--- src/rtl/wdt_pkg.sv ---
package wdt_pkg;
    localparam int DATA_W       = 32;
    localparam int OFS_CFG      = 'h00;
    localparam int OFS_STS      = 'h04;
    localparam int OFS_CMD      = 'h08;
    localparam int OFS_KEY      = 'h0C;
    localparam int OFS_TMR      = 'h10;
    localparam logic [31:0] KEY_VALUE = 32'h0000_C45A;
    localparam int ID_W         = 4;
    localparam int PERIOD_LSB   = 4;
    localparam int IRQ_EN_BIT   = 12;
    localparam int RST_EN_BIT   = 15;
    localparam int IDX_LSB      = 12;
    localparam int CMD_GO_BIT   = 0;
    localparam int CMD_STOP_BIT = 1;
    localparam int TMR_EN_BIT   = 31;
    localparam int TMR_PER_BIT  = 30;
endpackage

--- src/rtl/wdt_tick_timer.sv ---
module wdt_tick_timer
    import wdt_pkg::*;
#(
    parameter int RELOAD_W = 30
) (
    input  logic              clk,
    input  logic              rst_n,
    input  logic              us_tick_i,
    input  logic              ctrl_we_i,
    input  logic [DATA_W-1:0] wdata_i,
    output logic [DATA_W-1:0] ctrl_o,
    output logic              fire_o
);
    localparam int PAD_W = DATA_W - 2 - RELOAD_W;

    typedef struct packed {
        logic                en;
        logic                periodic;
        logic [RELOAD_W-1:0] reload;
        logic [RELOAD_W-1:0] cnt;
    } tmr_t;

    tmr_t t_d, t_q;
    logic at_end;

    assign at_end = (t_q.cnt <= RELOAD_W'(1));
    assign fire_o = !ctrl_we_i && us_tick_i && t_q.en && at_end;
    assign ctrl_o = {t_q.en, t_q.periodic, {PAD_W{1'b0}}, t_q.reload};

    always_comb begin
        t_d = t_q;
        if (ctrl_we_i) begin
            t_d.en       = wdata_i[TMR_EN_BIT];
            t_d.periodic = wdata_i[TMR_PER_BIT];
            t_d.reload   = wdata_i[RELOAD_W-1:0];
            t_d.cnt      = wdata_i[RELOAD_W-1:0];
        end else if (us_tick_i && t_q.en) begin
            if (at_end) begin
                t_d.cnt = t_q.reload;
                if (!t_q.periodic) t_d.en = 1'b0;
            end else begin
                t_d.cnt = t_q.cnt - RELOAD_W'(1);
            end
        end
    end

    always_ff @(posedge clk or negedge rst_n) begin
        if (!rst_n) t_q <= '0;
        else        t_q <= t_d;
    end

    // a stopped timer stays stopped and frozen until rewritten
    assert_freeze_R11: assert property (@(posedge clk) disable iff (!rst_n)
        (!ctrl_we_i && !t_q.en) |=> (!t_q.en && $stable(t_q.cnt)));

    // a one-shot timer drops its enable after firing
    assert_oneshot_R10: assert property (@(posedge clk) disable iff (!rst_n)
        (fire_o && !t_q.periodic) |=> !t_q.en);
endmodule

--- src/rtl/wdt_strike_core.sv ---
module wdt_strike_core
    import wdt_pkg::*;
#(
    parameter int PERIOD_W = 8,
    parameter int IDX_W    = 2
) (
    input  logic              clk,
    input  logic              rst_n,
    input  logic              tick_i,
    input  logic              cfg_we_i,
    input  logic              cmd_we_i,
    input  logic              key_we_i,
    input  logic [DATA_W-1:0] wdata_i,
    output logic [DATA_W-1:0] cfg_o,
    output logic [DATA_W-1:0] sts_o,
    output logic              irq_o,
    output logic              rst_req_o
);
    localparam logic [IDX_W-1:0] LAST_IDX = {IDX_W{1'b1}};

    typedef struct packed {
        logic [ID_W-1:0]     src_id;
        logic [PERIOD_W-1:0] period;
        logic                irq_en;
        logic                rst_en;
        logic                running;
        logic                armed;
        logic [PERIOD_W-1:0] cnt;
        logic [IDX_W-1:0]    idx;
        logic                irq;
        logic                rst;
    } core_t;

    core_t s_d, s_q;
    logic go_req, stop_req, stop_ok;

    assign go_req   = cmd_we_i && wdata_i[CMD_GO_BIT];
    assign stop_req = cmd_we_i && wdata_i[CMD_STOP_BIT];
    assign stop_ok  = stop_req && s_q.armed;

    always_comb begin
        cfg_o = '0;
        cfg_o[ID_W-1:0]                 = s_q.src_id;
        cfg_o[PERIOD_LSB +: PERIOD_W]   = s_q.period;
        cfg_o[IRQ_EN_BIT]               = s_q.irq_en;
        cfg_o[RST_EN_BIT]               = s_q.rst_en;
        sts_o = '0;
        sts_o[PERIOD_LSB +: PERIOD_W]   = s_q.cnt;
        sts_o[IDX_LSB +: IDX_W]         = s_q.idx;
    end

    assign irq_o     = s_q.irq;
    assign rst_req_o = s_q.rst;

    always_comb begin
        s_d     = s_q;
        s_d.irq = 1'b0;
        if (cfg_we_i) begin
            s_d.src_id = wdata_i[ID_W-1:0];
            s_d.period = wdata_i[PERIOD_LSB +: PERIOD_W];
            s_d.irq_en = wdata_i[IRQ_EN_BIT];
            s_d.rst_en = wdata_i[RST_EN_BIT];
        end
        if (key_we_i) s_d.armed = (wdata_i == KEY_VALUE);
        if (cmd_we_i) begin
            if (stop_req) s_d.armed = 1'b0;
            if (stop_ok) begin
                s_d.running = 1'b0;
            end else if (go_req) begin
                s_d.running = 1'b1;
                s_d.cnt     = s_q.period;
                s_d.idx     = '0;
            end
        end else if (tick_i && s_q.running) begin
            if (s_q.cnt <= PERIOD_W'(1)) begin
                s_d.cnt = s_q.period;
                if (s_q.idx == LAST_IDX) begin
                    s_d.idx = '0;
                    if (s_q.rst_en) s_d.rst = 1'b1;
                end else begin
                    s_d.idx = s_q.idx + IDX_W'(1);
                    s_d.irq = s_q.irq_en;
                end
            end else begin
                s_d.cnt = s_q.cnt - PERIOD_W'(1);
            end
        end
    end

    always_ff @(posedge clk or negedge rst_n) begin
        if (!rst_n) s_q <= '0;
        else        s_q <= s_d;
    end

    assert_rst_sticky_R5: assert property (@(posedge clk) disable iff (!rst_n)
        s_q.rst |=> s_q.rst);

    assert_irq_context_R7: assert property (@(posedge clk) disable iff (!rst_n)
        s_q.irq |-> (s_q.idx != '0 && $past(s_q.irq_en)));

    assert_count_hold_R4: assert property (@(posedge clk) disable iff (!rst_n)
        (!tick_i && !cmd_we_i) |=> ($stable(s_q.cnt) && $stable(s_q.idx)));

    assert_locked_stop_R8: assert property (@(posedge clk) disable iff (!rst_n)
        (stop_req && !go_req && !s_q.armed) |=> (s_q.running == $past(s_q.running)));
endmodule

--- src/rtl/wdt_fourstrike.sv ---
module wdt_fourstrike
    import wdt_pkg::*;
#(
    parameter int ADDR_W   = 5,
    parameter int PERIOD_W = 8,
    parameter int RELOAD_W = 30
) (
    input  logic              clk,
    input  logic              rst_n,
    input  logic              us_tick,
    input  logic              bus_we,
    input  logic [ADDR_W-1:0] bus_addr,
    input  logic [31:0]       bus_wdata,
    output logic [31:0]       bus_rdata,
    output logic              wdt_irq,
    output logic              sys_rst_req
);
    logic cfg_we, cmd_we, key_we, tmr_we, wd_tick;
    logic [DATA_W-1:0] cfg_rd, sts_rd, tmr_rd;

    assign cfg_we = bus_we && (bus_addr == ADDR_W'(OFS_CFG));
    assign cmd_we = bus_we && (bus_addr == ADDR_W'(OFS_CMD));
    assign key_we = bus_we && (bus_addr == ADDR_W'(OFS_KEY));
    assign tmr_we = bus_we && (bus_addr == ADDR_W'(OFS_TMR));

    wdt_tick_timer #(.RELOAD_W(RELOAD_W)) u_timer (
        .clk       (clk),
        .rst_n     (rst_n),
        .us_tick_i (us_tick),
        .ctrl_we_i (tmr_we),
        .wdata_i   (bus_wdata),
        .ctrl_o    (tmr_rd),
        .fire_o    (wd_tick)
    );

    wdt_strike_core #(.PERIOD_W(PERIOD_W), .IDX_W(2)) u_core (
        .clk       (clk),
        .rst_n     (rst_n),
        .tick_i    (wd_tick),
        .cfg_we_i  (cfg_we),
        .cmd_we_i  (cmd_we),
        .key_we_i  (key_we),
        .wdata_i   (bus_wdata),
        .cfg_o     (cfg_rd),
        .sts_o     (sts_rd),
        .irq_o     (wdt_irq),
        .rst_req_o (sys_rst_req)
    );

    always_comb begin
        case (bus_addr)
            ADDR_W'(OFS_CFG): bus_rdata = cfg_rd;
            ADDR_W'(OFS_STS): bus_rdata = sts_rd;
            ADDR_W'(OFS_TMR): bus_rdata = tmr_rd;
            default:          bus_rdata = '0;
        endcase
    end

    // the interrupt and the reset request never share a cycle's cause
    assert_irq_not_fourth_R7: assert property (@(posedge clk) disable iff (!rst_n)
        ($rose(sys_rst_req)) |-> !wdt_irq);
endmodule

--- config.mk ---
export PLATFORM = sky130hd
export DESIGN_NAME = wdt_fourstrike
export DESIGN_NICKNAME = d
export VERILOG_FILES = /design/src/rtl/wdt_pkg.sv /design/src/rtl/wdt_tick_timer.sv /design/src/rtl/wdt_strike_core.sv /design/src/rtl/wdt_fourstrike.sv
export SDC_FILE = /design/constraint.sdc
export NUM_CORES = 1
export LEC_CHECK = 0
export BUFFER_PORTS_ARGS = -buffer_cell sky130_fd_sc_hd__buf_2
export CORE_MARGIN = 3
export CORE_UTILIZATION = 50
export CTS_BUF_LIST = sky130_fd_sc_hd__clkbuf_16
export DETAILED_ROUTE_END_ITERATION = 8
export PLACE_DENSITY = 0.74
export SLEW_MARGIN = 25
export SYNTH_ARGS = -nofsm -noshare
export SYNTH_HDL_FRONTEND = slang
export SYNTH_SLANG_ARGS = --single-unit
export TNS_END_PERCENT = 50
--- constraint.sdc ---
create_clock -name clk -period 5.6 [get_ports clk]
set_input_delay 0.56 -clock clk [delete_from_list [all_inputs] [get_ports clk]]
set_output_delay 0.56 -clock clk [all_outputs]
set_load 0.02 [all_outputs]
# Yosys cells after proc, flatten, opt, wreduce, memory -nomap -nowiden
# Cells that the tools add are included.
dict set report totals {
  inputBits 41
  reg_bits 90
  out_inout_bits 34
  word_cells 77
}
dict set report op_classes {
  bitwise_logic 1
  n_reduce_logical 24
  addsub 3
  n_mux 24
  n_eq_ne 9
  order_cmp 2
}
# cell n
set op_table {}
lappend op_table {{$pmux 32 s3} 1}
lappend op_table {{$mux 30} 3}
lappend op_table {{$eq 32x16->1 const B} 1}
lappend op_table {{$le 30x1->1 const B} 1}
lappend op_table {{$mux 10} 3}
lappend op_table {{$sub 30x1->30 const B} 1}
lappend op_table {{$logic_and 1x1->1} 12}
lappend op_table {{$mux 1} 12}
lappend op_table {{$mux 12} 1}
lappend op_table {{$eq 5x4->1 const B} 2}
lappend op_table {{$reduce_bool 2->1} 5}
lappend op_table {{$le 8x1->1 const B} 1}
lappend op_table {{$mux 8} 1}
lappend op_table {{$sub 8x1->8 const B} 1}
lappend op_table {{$reduce_and 3->1} 2}
lappend op_table {{$eq 5x3->1 const B} 1}
lappend op_table {{$eq 5x5->1 const B} 1}
lappend op_table {{$logic_not 5->1} 1}
lappend op_table {{$reduce_and 5->1} 1}
lappend op_table {{$mux 2} 2}
lappend op_table {{$mux 4} 1}
lappend op_table {{$ne 2x2->1 const B} 2}
lappend op_table {{$reduce_and 4->1} 1}
lappend op_table {{$add 2x1->2 const B} 1}
lappend op_table {{5 further kinds} 5}

# Longest topological paths before layout
# Gate-level depths: netlist (run 1).
dict set report depth {
  word_depth 9
  ltp_mapped 10
  ltp_nobuf 8
}

# Modules after synthesis
# Synthesis (run 1) repeated with hierarchy kept, for this count alone.
dict set report unflattened {
  hier_cells 720
  area_unflattened_um2 6771.5
}
# mod seq_area_each_um2 area_each_um2 n_inst cells_per_inst
set by_module_without_submodules {}
lappend by_module_without_submodules {wdt_tick_timer 1551.5 3846.2 1 406}
lappend by_module_without_submodules {wdt_strike_core 700.7 1931.9 1 193}
lappend by_module_without_submodules {wdt_fourstrike 0.0 993.5 1 121}

# Worst setup path after synthesis (run 1)
# OpenSTA, ideal clock, no wires.
dict set report synth_path {
  path_type {register -> register}
  startpoint {register u_timer.t_q[6] in the netlist's numbering}
  endpoint {register u_timer.t_q[23] in the netlist's numbering}
  path_stages_with_launch 9
  arrival_ns 2.399
  path_buffers 2
  slack_ns 3.075
  setup_time_ns 0.126
  period_less_slack_ns 2.525
  required_ns 5.474
  path_cell_list {dfrtp_1 -> or4_1 -> buf_2 -> or4_4 -> or2_1 -> buf_2 -> nor3_2 -> xor2_1 -> a221o_1}
}
dict set report synth_via {
  elab_chain_len 4
  elab_cells_between_ends 5
  cone_classes {add/sub: 1; order compare: 1; mux: 3}
}
# item line_no
set synth_lines {}
lappend synth_lines {{start, declared} wdt_tick_timer.sv:23} ;# tmr_t t_d, t_q;
lappend synth_lines {{start signal, assigned} wdt_tick_timer.sv:49} ;# else t_q <= t_d;
lappend synth_lines {{$sub 30x1->30 / $le 30x1->1 (equally long branches)} {wdt_tick_timer.sv:42, wdt_tick_timer.sv:26}}
lappend synth_lines {{$mux 30 *} wdt_tick_timer.sv:38} ;# if (at_end) begin
lappend synth_lines {{$mux 30 *} wdt_tick_timer.sv:37} ;# end else if (us_tick_i && t_q.en) begin
lappend synth_lines {{$mux 30 *} wdt_tick_timer.sv:32} ;# if (ctrl_we_i) begin
# Every way passes the cells marked *; elsewhere a longest branch is shown, timed or not. The select of a mux whose other input is x is not followed.
# A chain may end at the register's enable or synchronous reset.

# Worst setup path after layout (run 1)
dict set report layout_path {
  startpoint {register u_timer.t_q[6] in the netlist's numbering}
  endpoint {register u_core.s_q, in the netlist u_core.sts_o[4]}
}
dict set report layout_via {
  elab_chain_len 5
}
# item line_no
set layout_lines {}
lappend layout_lines {{$le 30x1->1} wdt_tick_timer.sv:26} ;# assign at_end = (t_q.cnt <= RELOAD_W'(1));
lappend layout_lines {{$logic_and 1x1->1} wdt_tick_timer.sv:27} ;# assign fire_o = !ctrl_we_i && us_tick_i && t_q.en && at_end;
lappend layout_lines {{$logic_and 1x1->1} wdt_strike_core.sv:74} ;# end else if (tick_i && s_q.running) begin
lappend layout_lines {{$reduce_bool 2->1 (no line)} -}
lappend layout_lines {{$reduce_and 3->1 (no line)} -}
lappend layout_lines {{end signal, assigned} wdt_strike_core.sv:91} ;# if (!rst_n) s_q <= '0;
lappend layout_lines {{end signal, assigned} wdt_strike_core.sv:92} ;# else s_q <= s_d;
lappend layout_lines {{end, declared} wdt_strike_core.sv:34} ;# core_t s_d, s_q;
# Every way passes these cells.

==> reports/qor.yml, run 1 <==
final_common_cell: "nand2_1"
endpoint_kind: "register"
post-place-ws_ns: 2.407
via_per_inst: 6.305
fin_util_pct: 60.19
syn-cell-area_um2: 5266
drc: 0
clkTransAtPathRegs_ns: 0.07
fin_tns_setup_ns: 0
dpl_cell_area_um2: 5724
rows: 36
irDropWorstVdd_mv: 0.2223
nets: 735
internal-power_mw: 1.391
setup_viol: 0
crit_path_start_kind: "register"
crit_fanout: 18
fmax_mhz: 301.3
postCtsHoldBufs: 0
yosysTopAreaCell: "dfrtp_1"
criticalPathCategory: "reg2reg"
antenna_found_initial: 0
min_period_ns: 3.319
max_slew.worst_pin.slew_ns: 0.9619
p_per_area_nw_per_um2: 356.5
clockRootBuffer: "clkbuf_16"
finish.instance_area_um2: 6018
cp_cell_sequence: "or4_1 > nor3_1 > nand4_1 > buf_4 > o21ai_1 > a21oi_1 > a211o_1"
dr_total_vias: 5214
drt-total-wl_um: 15630
maxSlewViolCount: 0
cp_slowest_cell: "or4_1"
nFillCells: 923
seq_area_um2: 2252
status: "completed"
die_area_um2: 11800
syn_to_final_growth_pct: 14.28
cts_tree: "done"
r2r_end: "u_core.sts_o[4]"
synth-edff-count: 0
cts_resized: 0
ff2ff_setup_slack_ns: 2.28
rr_startpoint: "u_timer.t_q[6]"
die_w_um: 108.6
antenna_left: 0
ys_ff_latch: 90
fin_crit_sh_pct: 59.26
first_pass_iters: 7
finalWorstSetupSlack_ns: 2.281
die_h_um: 108.6
grt_pass1_vias: 5019
synth_cell_types: 61
swShare_pct: 35.17
first_iter_violations: 448
start_util_pct: 52.67
layout-drive-gt1-share_pct: 17.29
synthFlopType: "dfrtp_1"
dp_hpwl_um: 10880
synthTopCellsByArea: "dfrtp_1 (43%), nand2_1 (10%), nor2_1 (4.0%), o21ai_0 (3.4%), mux2_2 (3.2%)"
cpPeakStageDelay_ns: 0.67
layout.cells.most_common_list: "nand2_1 (146), dfrtp_1 (90), buf_2 (73)"
cts.sinks: 90
grt_max_degree: 47
pwr-share-comb_pct: 26.4
crit_required_ns: 5.83
clock_path_buffers: 2
p_leak_nw: 2.883
maxCapViolations: 0
synth_top_area_share_pct: 42.77
hold_violations: 0
grt.total_usage_pct: 27.50
ios: 75
synth-async-reset-ratio_pct: 100.0
yosys_warnings: 0
seq_power_share_pct: 45.3
rsz0062_at_grt: "false"
slew_headroom_pct: 35.88
io_buffers: 74
postCtsSetupBuffers: 0
gp_congestion: 0.9277
diodes: 0
coreArea_um2: 10000
hold_path_class: "in2async"
numCtsBuffers: 9
wl_per_cell_um: 18.90
yosysSeqAreaShare_pct: 42.77
clock_latency_ns: 0.34
clock_skew_ns: 0.005481
switchingPower_mw: 0.7547
cts-htree-levels: 3
gr-total-overflow: 0
postSynthCellCount: 635
r2r.worst_path.cells: 7
clkPwrFrac_pct: 28.3
grt_pass1_wl_um: 25370
synth.net_count: 681
arrival_ns: 3.55
multiInputGateArea_um2: 2850
avgSynthCellArea_um2: 8.293
## sequential cells by signal (all words and copies together) (netlist names)
signal	flops
u_core.cfg_o	14
u_core.rst_req_o	1
u_timer.ctrl_o	32
u_core.irq_o	1
u_core.sts_o	10
u_core.s_q	2
u_timer.t_q	30
## how the worst max path moves through the flow
| stage | from | slack [ns] | endpoint | depth (start not counted) |
|---|---|---|---|---|
| after floorplan | u_timer.t_q[6] | 3.07 | u_timer.t_q[23] | 8 |
| after global placement | bus_addr[1] | 2.17 | u_core.sts_o[6] | 7 |
| after detailed placement | u_timer.t_q[6] | 2.41 | u_core.sts_o[4] | 7 |
| after CTS | u_timer.t_q[6] | 2.40 | u_core.sts_o[4] | 7 |
| after global routing | u_timer.t_q[7] | 2.14 | u_core.sts_o[4] | 7 |
| final | u_timer.t_q[6] | 2.28 | u_core.sts_o[4] | 7 |
## synthesized netlist by cell type, drive strengths merged (10+ instances only)
| cell type | count |
|---|---|
| nor4 | 15 |
| nand2 | 146 |
| o211ai | 12 |
| or4 | 10 |
| dfrtp | 90 |
| a21oi | 28 |
| mux2i | 16 |
| clkbuf | 29 |
| o21ai | 42 |
| mux2 | 15 |
| a31oi | 12 |
| nand3 | 11 |
| and3 | 23 |
| nor3 | 23 |
| nor2 | 57 |
## logic make-up (layout without fill, tap and decap cells)
| family | Yosys count | count (layout) | synth area share, % |
|---|---|---|---|
| DFF | 90 | 90 | 42.77 |
| adders and majority gates | 5 | 5 | 1.188 |
| AOI/OAI and AO/OA | 132 | 132 | 15.85 |
| xor gates and xnor gates | 10 | 10 | 1.663 |
| buffers and inverters | 46 | 105 | 3.445 |
| muxes | 31 | 31 | 6.248 |
| and+or+nand+nor | 321 | 321 | 28.84 |
## cell type report
class                      instances  share of cell area (%)
multi-input combinational        499                   47.36
sequential                        90                   37.42
timing repair buffer              81                   7.069
clock buffer                       9                   3.742
tap                              133                   2.765
clock inverter                     7                   1.143
inverter                           8                  0.4990
## critical path, delay by kind of cell, from the launching register on
kind,cells,cell delay [ns]
and+or+nand+nor,3,1.62
AOI/OAI and AO/OA,3,0.72
buffers and inverters,1,0.46
DFF,1,0.41
## per-layer routing
| layer | vias to the layer above | GRT usage (%) | routed length, um |
|---|---|---|---|
| met5 | - | 0 | 0 |
| met4 | 0 | 9.558 | 266 |
| met3 | 26 | 5.151 | 1386 |
| met2 | 278 | 42.45 | 7184 |
| met1 | 2524 | 38.97 | 6792 |
| li1 | 2386 | - | - |
## power by group through the flow
stage | clock [mW] | combinational, mW | sequential [mW]
6_report | 0.608 | 0.566 | 0.972
3_5_place_dp | 0 | 0.555 | 0.974
2_1_floorplan | 0 | 0.425 | 0.924
5_1_grt | 0.642 | 0.640 | 0.988
3_3_place_gp | 0 | 0.531 | 0.964
4_1_cts | 0.613 | 0.562 | 0.963
## metrics by stage
step	hold slack, ns	std cells	total power, mW
after floorplan	0.2644	635	1.350
after CTS	0.2591	827	2.138
after global placement	0.4524	811	1.495
final	0.2239	827	2.146
after detailed placement	0.4798	811	1.529
after global routing	0.2721	827	2.269
Power figures use the tool's default switching activity.
==> run 2: changes to the inputs <==
==> constraint.sdc (replaced) <==
create_clock -name clk -period 3.5 [get_ports clk]
set_input_delay 0.35 -clock clk [delete_from_list [all_inputs] [get_ports clk]]
set_output_delay 0.35 -clock clk [all_outputs]
set_load 0.02 [all_outputs]
==> run 2 against run 1 <==
  * Routed wire length is 3.4% higher
  * Flip-flop and latch count stayed put
  * Sequential share of layout area is 0.69 points lower
  * Worst hold slack worse by 0.17 ns
  * Total power is 68% higher
  * Fmax is 20% higher
  * Core utilization is 1.1 points higher
  * Final area is 1.9% higher
  * Via count is 1.5% lower
  * Cell count is 1.1% higher
  * Clock skew is 0.0013 ns higher
  * Setup slack worse by 1.5 ns
  * Critical path type unchanged
  * Largest power group unchanged
==> reports/qor.yml, run 2 (synthesized netlist as in run 1, its figures left out) <==
rr_startpoint: "u_timer.t_q[0]"  # was u_timer.t_q[6]
dr_total_vias: 5135  # was 5,214
endpoint_kind: "register"  # unchanged
maxSlewViolCount: 0  # unchanged
via_per_inst: 6.142  # was 6.305
numCtsBuffers: 9  # unchanged
swShare_pct: 33.93  # was 35.17%
die_area_um2: 11800  # unchanged
p_per_area_nw_per_um2: 586.5  # was 356.5 nW/um^2
cts_resized: 0  # unchanged
min_period_ns: 2.767  # was 3.319 ns
criticalPathCategory: "reg2reg"  # unchanged
drt-total-wl_um: 16150  # was 15,630 um
postCtsSetupBuffers: 0  # unchanged
clock_latency_ns: 0.35  # was 0.34 ns
diodes: 0  # unchanged
largest_register_ffs: 32  # unchanged
die_h_um: 108.6  # unchanged
wl_per_cell_um: 19.32  # was 18.90 um
coreArea_um2: 10000  # unchanged
fin_crit_sh_pct: 79.06  # was 59.26%
rsz0062_at_grt: "false"  # unchanged
seq_power_share_pct: 43.4  # was 45.3%
gr-total-overflow: 0  # unchanged
gp_congestion: 0.9308  # was 0.9277
clockRootBuffer: "clkbuf_16"  # unchanged
fmax_mhz: 361.4  # was 301.3 MHz
ios: 75  # unchanged
cts.sinks: 90  # unchanged
irDropWorstVdd_mv: 0.3711  # was 0.2223 mV
layout.cells.most_common_list: "nand2_1 (146), dfrtp_1 (90), buf_2 (73)"  # unchanged
r2r_end: "u_timer.t_q[26]"  # was u_core.sts_o[4]
cp_cell_sequence: "inv_1 > ha_1 > or4b_1 > or4_1 > nor3_2 > xnor2_1 > a211oi_1 > a221o_1"  # was or4_1 > nor3_1 > nand4_1 > buf_4 > o21ai_1 > a21oi_1 > a211o_1
crit_fanout: 8  # was 18
arrival_ns: 3.00  # was 3.55 ns
cts-htree-levels: 3  # unchanged
drc: 0  # unchanged
hold_path_class: "in2async"  # unchanged
ff2ff_setup_slack_ns: 0.73  # was 2.28 ns
internal-power_mw: 2.376  # was 1.391 mW
maxCapViolations: 0  # unchanged
grt.total_usage_pct: 28.64  # was 27.50%
syn_to_final_growth_pct: 16.42  # was 14.28%
final_common_cell: "nand2_1"  # unchanged
cp_slowest_cell: "or4_1"  # unchanged
dp_hpwl_um: 11310  # was 10,880 um
cts_tree: "done"  # unchanged
clock_skew_ns: 0.006781  # was 0.005481 ns
first_pass_iters: 5  # was 7
fin_tns_setup_ns: 0  # unchanged
critPathBufInv: 1  # unchanged
io_buffers: 74  # unchanged
clkPwrFrac_pct: 31.4  # was 28.3%
slew_headroom_pct: 45.08  # was 35.88%
first_iter_violations: 465  # was 448
layout-drive-gt1-share_pct: 18.35  # was 17.29%
grt_pass1_wl_um: 25890  # was 25,370 um
crit_required_ns: 3.74  # was 5.83 ns
start_util_pct: 52.67  # unchanged
antenna_left: 0  # unchanged
cpPeakStageDelay_ns: 0.64  # was 0.67 ns
clkTransAtPathRegs_ns: 0.07  # about the same
crit_family: "simple AND/OR/NAND/NOR gates"  # unchanged
clock_path_buffers: 2  # unchanged
critPathLaunch: "u_timer.t_q[0]"  # was u_timer.t_q[6]
power_mw: 3.596  # was 2.146 mW
crit_path_start_kind: "register"  # unchanged
nets: 744  # was 735
r2r.worst_path.cells: 8  # was 7
p_leak_nw: 2.952  # was 2.883 nW
hold_violations: 0  # unchanged
die_w_um: 108.6  # unchanged
rows: 36  # unchanged
postCtsHoldBufs: 0  # unchanged
grt_max_degree: 56  # was 47
nFillCells: 903  # was 923
switchingPower_mw: 1.220  # was 0.7547 mW
grt_pass1_vias: 4947  # was 5,019
pwr-share-comb_pct: 25.2  # was 26.4%
max_slew.worst_pin.slew_ns: 0.8213  # was 0.9619 ns
antenna_found_initial: 0  # unchanged
setup_viol: 0  # unchanged
status: "completed"  # unchanged
==> run 2: cell count changes in the layout (fill, tap and decap cells not counted), sizes merged <==
cell / before / now
buf: 81 / 90
bufinv: 1 / 3
clkinvlp: 1 / 0
inv: 9 / 8
==> run 2: final cells by class <==
cell class                 instances  area, um^2  share of cell area (%)
multi-input combinational        499        2846                   46.43
sequential                        90        2252                   36.73
timing repair buffer              90       493.0                   8.041
clock buffer                       9       225.2                   3.673
tap                              133       166.4                   2.714
clock inverter                     7       117.6                   1.918
inverter                           8       30.03                  0.4898
==> run 2: worst max path at each step <==
stage,cells after the start,slack [ns],end
after CTS,8,0.75,u_timer.t_q[26]
final,8,0.73,u_timer.t_q[26]
after global placement,8,0.86,u_timer.t_q[26]
after floorplan,8,0.97,u_timer.t_q[23]
after global routing,7,0.55,u_timer.t_q[12]
after detailed placement,8,0.82,u_timer.t_q[26]
==> run 2: through the flow <==
| stage | worst slack [ns] | instances | instance area, um^2 | hold WS [ns] | util, % |
|---|---|---|---|---|---|
| global route | 0.5459 | 836 | 6131 | 0.1063 | 61.31 |
| global placement | 0.8585 | 820 | 5788 | 0.4484 | 57.88 |
| CTS | 0.7485 | 836 | 6131 | 0.08642 | 61.31 |
| detailed placement | 0.8244 | 820 | 5788 | 0.4610 | 57.88 |
| finish | 0.7330 | 836 | 6131 | 0.05596 | 61.31 |
| floorplan | 0.9746 | 635 | 5266 | 0.05441 | - |
==> run 2: power by group through the flow <==
stage,clock network (mW),registers [mW],logic (mW)
6_report,1.13,1.56,0.905
5_1_grt,1.18,1.60,1.02
4_1_cts,1.14,1.55,0.900
3_5_place_dp,0,1.56,0.891
3_3_place_gp,0,1.55,0.870
2_1_floorplan,0,1.48,0.680
==> run 2: per-layer routing <==
layer,vias up,wire length [um],global-route usage (%)
li1,2402,-,-
met5,-,0,0
met1,2477,6933,39.26
met4,0,236,7.574
met2,232,7579,44.97
met3,24,1404,7.993
==> run 3: changes to the inputs <==
--- a/config.mk
+++ b/config.mk
@@ -5,12 +5,13 @@
 export SDC_FILE = /design/constraint.sdc
 export NUM_CORES = 1
 export LEC_CHECK = 0
+export ABC_AREA = 1
 export BUFFER_PORTS_ARGS = -buffer_cell sky130_fd_sc_hd__buf_2
 export CORE_MARGIN = 3
 export CORE_UTILIZATION = 50
 export CTS_BUF_LIST = sky130_fd_sc_hd__clkbuf_16
 export DETAILED_ROUTE_END_ITERATION = 8
-export PLACE_DENSITY = 0.74
+export PLACE_DENSITY = 0.76
 export SLEW_MARGIN = 25
 export SYNTH_ARGS = -nofsm -noshare
 export SYNTH_HDL_FRONTEND = slang
==> constraint.sdc (replaced) <==
create_clock -name clk -period 2.2 [get_ports clk]
set_input_delay 0.22 -clock clk [delete_from_list [all_inputs] [get_ports clk]]
set_output_delay 0.22 -clock clk [all_outputs]
set_load 0.02 [all_outputs]
==> run 3 against run 2 <==
  * Critical path depth increased by 5
  * Routed wire length decreased by 4.9%
  * Setup slack got worse by 0.53 ns
  * Core utilization decreased by 0.79 points
  * Via count increased by 5.8%
  * Synthesized cell count increased by 24%
  * Cell count increased by 21%
==> reports/qor.yml, run 3 <==
synthAdderAreaFrac_pct: 1.101  # was 1.188%
synth-edff-count: 0  # unchanged
rsz0062_at_grt: "false"  # unchanged
gp_congestion: 0.9549  # was 0.9308
min_period_ns: 1.994  # was 2.767 ns
maxSlewViolCount: 0  # unchanged
start_util_pct: 51.75  # was 52.67%
grt_max_degree: 50  # was 56
drt-total-wl_um: 15360  # was 16,150 um
grt.total_usage_pct: 24.96  # was 28.64%
seq_area_um2: 2252  # unchanged
diodes: 0  # unchanged
irDropWorstVdd_mv: 0.4961  # was 0.3711 mV
setup_viol: 0  # unchanged
numCtsBuffers: 9  # unchanged
drc: 0  # unchanged
synth.net_count: 832  # was 681
synthMuxAreaShare_pct: 0.7704  # was 6.249%
wl_per_cell_um: 15.13  # was 19.32 um
gr-total-overflow: 0  # unchanged
slew_headroom_pct: 45.78  # was 45.08%
p_per_area_nw_per_um2: 901.5  # was 586.5 nW/um^2
nets: 919  # was 744
synthSimpleGateAreaFrac_pct: 32.16  # was 28.84%
largest_register_ffs: 32  # unchanged
clock_latency_ns: 0.35  # about the same
fin_crit_sh_pct: 90.62  # was 79.06%
cts-htree-levels: 3  # unchanged
grt_pass1_vias: 5090  # was 4,947
postSynthCellCount: 786  # was 635
p_leak_nw: 3.512  # was 2.952 nW
synth_cell_types: 41  # was 61
first_iter_violations: 438  # was 465
synth_xor_area_share_pct: 3.236  # was 1.663%
clock_path_buffers: 2  # unchanged
coreArea_um2: 10980  # was 10000 um^2
yosysSeqAreaShare_pct: 39.62  # was 42.77%
yosysMostFrequentCell: "nand2_1"  # unchanged
ys_ff_latch: 90  # unchanged
fmax_mhz: 501.6  # was 361.4 MHz
via_per_inst: 5.354  # was 6.142
multiInputGateArea_um2: 2944  # was 2846 um^2
nFillCells: 1001  # was 903
syn_to_final_growth_pct: 16.95  # was 16.42%
arrival_ns: 2.24  # was 3.00 ns
die_w_um: 112.6  # was 108.6 um
yosysTopAreaCell: "dfrtp_1"  # unchanged
io_buffers: 74  # unchanged
ys_top_cells_by_count: "nand2_1 (210), inv_1 (98), nor2_1 (97)"  # was nand2_1 (146), dfrtp_1 (90), nor2_1 (56)
final_common_cell: "nand2_1"  # unchanged
max_slew.worst_pin.slew_ns: 0.8124  # was 0.8213 ns
crit_path_start_kind: "register"  # unchanged
cts.sinks: 90  # unchanged
endpoint_kind: "register"  # unchanged
synthFlopType: "dfrtp_1"  # unchanged
synth-compound-area-share_pct: 14.31  # was 15.85%
synthTopCellsByArea: "dfrtp_1 (40%), nand2_1 (14%), inv_1 (6.5%), nor2_1 (6.4%), o21ai_0 (6.3%)"  # was dfrtp_1 (43%), nand2_1 (10%), nor2_1 (4.0%), o21ai_0 (3.4%), mux2_2 (3.2%)
antenna_found_initial: 0  # unchanged
criticalPathCategory: "reg2reg"  # unchanged
maxCapViolations: 0  # unchanged
power_mw: 5.993  # was 3.596 mW
ios: 75  # unchanged
synth_top_family_by_area: "simple AND/OR/NAND/NOR gates"  # unchanged
avgSynthCellArea_um2: 7.232  # was 8.293 um^2
crit_required_ns: 2.44  # was 3.74 ns
hold_path_class: "in2reg"  # was in2async
hold_violations: 0  # unchanged
layout.cells.most_common_list: "nand2_1 (210), inv_1 (98), nor2_1 (97)"  # was nand2_1 (146), dfrtp_1 (90), buf_2 (73)
fin_tns_setup_ns: 0  # unchanged
die_h_um: 112.6  # was 108.6 um
whs_ns: 0.1002  # was 0.05596 ns
clockRootBuffer: "clkbuf_16"  # unchanged
first_pass_iters: 5  # unchanged
status: "completed"  # unchanged
yosys_warnings: 0  # unchanged
crit_fanout: 8  # unchanged
grt_pass1_wl_um: 25650  # was 25,890 um
dp_hpwl_um: 11550  # was 11,310 um
clock_skew_ns: 0.005211  # was 0.006781 ns
die_area_um2: 12680  # was 11,800 um^2
cts_tree: "done"  # unchanged
syn-cell-area_um2: 5684  # was 5266 um^2
synth_top_area_share_pct: 39.62  # was 42.77%
layout-drive-gt1-share_pct: 18.74  # was 18.35%
antenna_left: 0  # unchanged
synth-async-reset-ratio_pct: 100.0  # unchanged
clkTransAtPathRegs_ns: 0.06  # was 0.07 ns
rows: 38  # was 36
dr_total_vias: 5434  # was 5,135
[run 3: cell count changes after synthesis, sizes merged, moves of 15 or more]
cell / change
and3: -23
clkbuf: -18
inv: +95
mux2i: -15
nand2: +74
nand3: +38
nor2: +56
nor3: -18
o21ai: +36
[run 3: logic make-up after synthesis]
family	after synthesis
compound gates	132
xor+xnor	21
buf+inv	125
simple gates	409
flops	90
mux	4
fa+ha+maj	5
[run 3: metrics by stage]
| step | worst slack (ns) | util [%] | cell area [um^2] | instances |
|---|---|---|---|---|
| 2_1_floorplan | 0.4032 | - | 5684 | 786 |
| 3_3_place_gp | 0.1612 | 57.21 | 6284 | 995 |
| 3_5_place_dp | 0.07821 | 57.21 | 6284 | 995 |
| 4_1_cts | 0.05723 | 60.00 | 6590 | 1009 |
| 5_1_grt | 0.002776 | 60.53 | 6648 | 1015 |
| 6_report | 0.2063 | 60.53 | 6648 | 1015 |
[run 3: routing by layer]
| metal | GRT usage, % | up-vias | share of wire, % |
|---|---|---|---|
| met5 | 0 | - | 0 |
| met4 | 7.612 | 0 | 1.4 |
| met3 | 5.229 | 17 | 6.2 |
| met2 | 37.28 | 179 | 45 |
| met1 | 36.53 | 2534 | 48 |
| li1 | - | 2704 | - |
[run 3: timing repair]
item | in CTS | in global routing
setup endpoints to repair | 0 | 14
hold buffers | 1 | 0
buffers inserted | 0 | 6
resized for setup | 0 | 2
endpoints found under the hold margin | 23 | 0
[run 3: report_power, final]
part | internal (mW) | switching [mW]
combinational | 0.717 | 1.20
sequential | 2.07 | 0.399
clock | 0.972 | 0.632
total | 3.76 | 2.24
[run 3: worst max-delay path, stage by stage, from the launching register on]
cell and delay, ns:
dfrtp_1 0.40, inv_1 0.16, ha_4 0.19, inv_1 0.05
nor2_2 0.18, nand2_2 0.09, inv_1 0.07, nand2_1 0.07
nand2_2 0.09, nand3_2 0.09, a21oi_4 0.24, inv_2 0.12
nand2_1 0.09, nand2_1 0.05
[run 3: path summary, 6_finish.rpt]
path / from / to / slack [ns] / cells past startpoint
setup / recovery: u_timer.t_q[0] / u_core.sts_o[7] / 0.21 / 13
hold / removal: bus_wdata[31] / u_timer.ctrl_o[31] / 0.10 / 3
setup reg to reg: u_timer.t_q[0] / u_core.sts_o[7] / 0.21 / 13
hold reg to reg: u_core.rst_req_o / u_core.rst_req_o / 0.48 / 1
max in group asynchronous: rst_n / u_timer.t_q[21] / 1.28 / 3
min in group asynchronous: rst_n / u_core.sts_o[5] / 0.33 / 2
[run 3: final cells by class]
type,count,area share [%]
Sequential cell,90,33.88
Clock buffer,9,3.388
Multi-Input combinational cell,571,44.29
Timing Repair Buffer,98,8.922
Tap cell,140,2.635
Clock inverter,4,1.073
Inverter,103,5.816
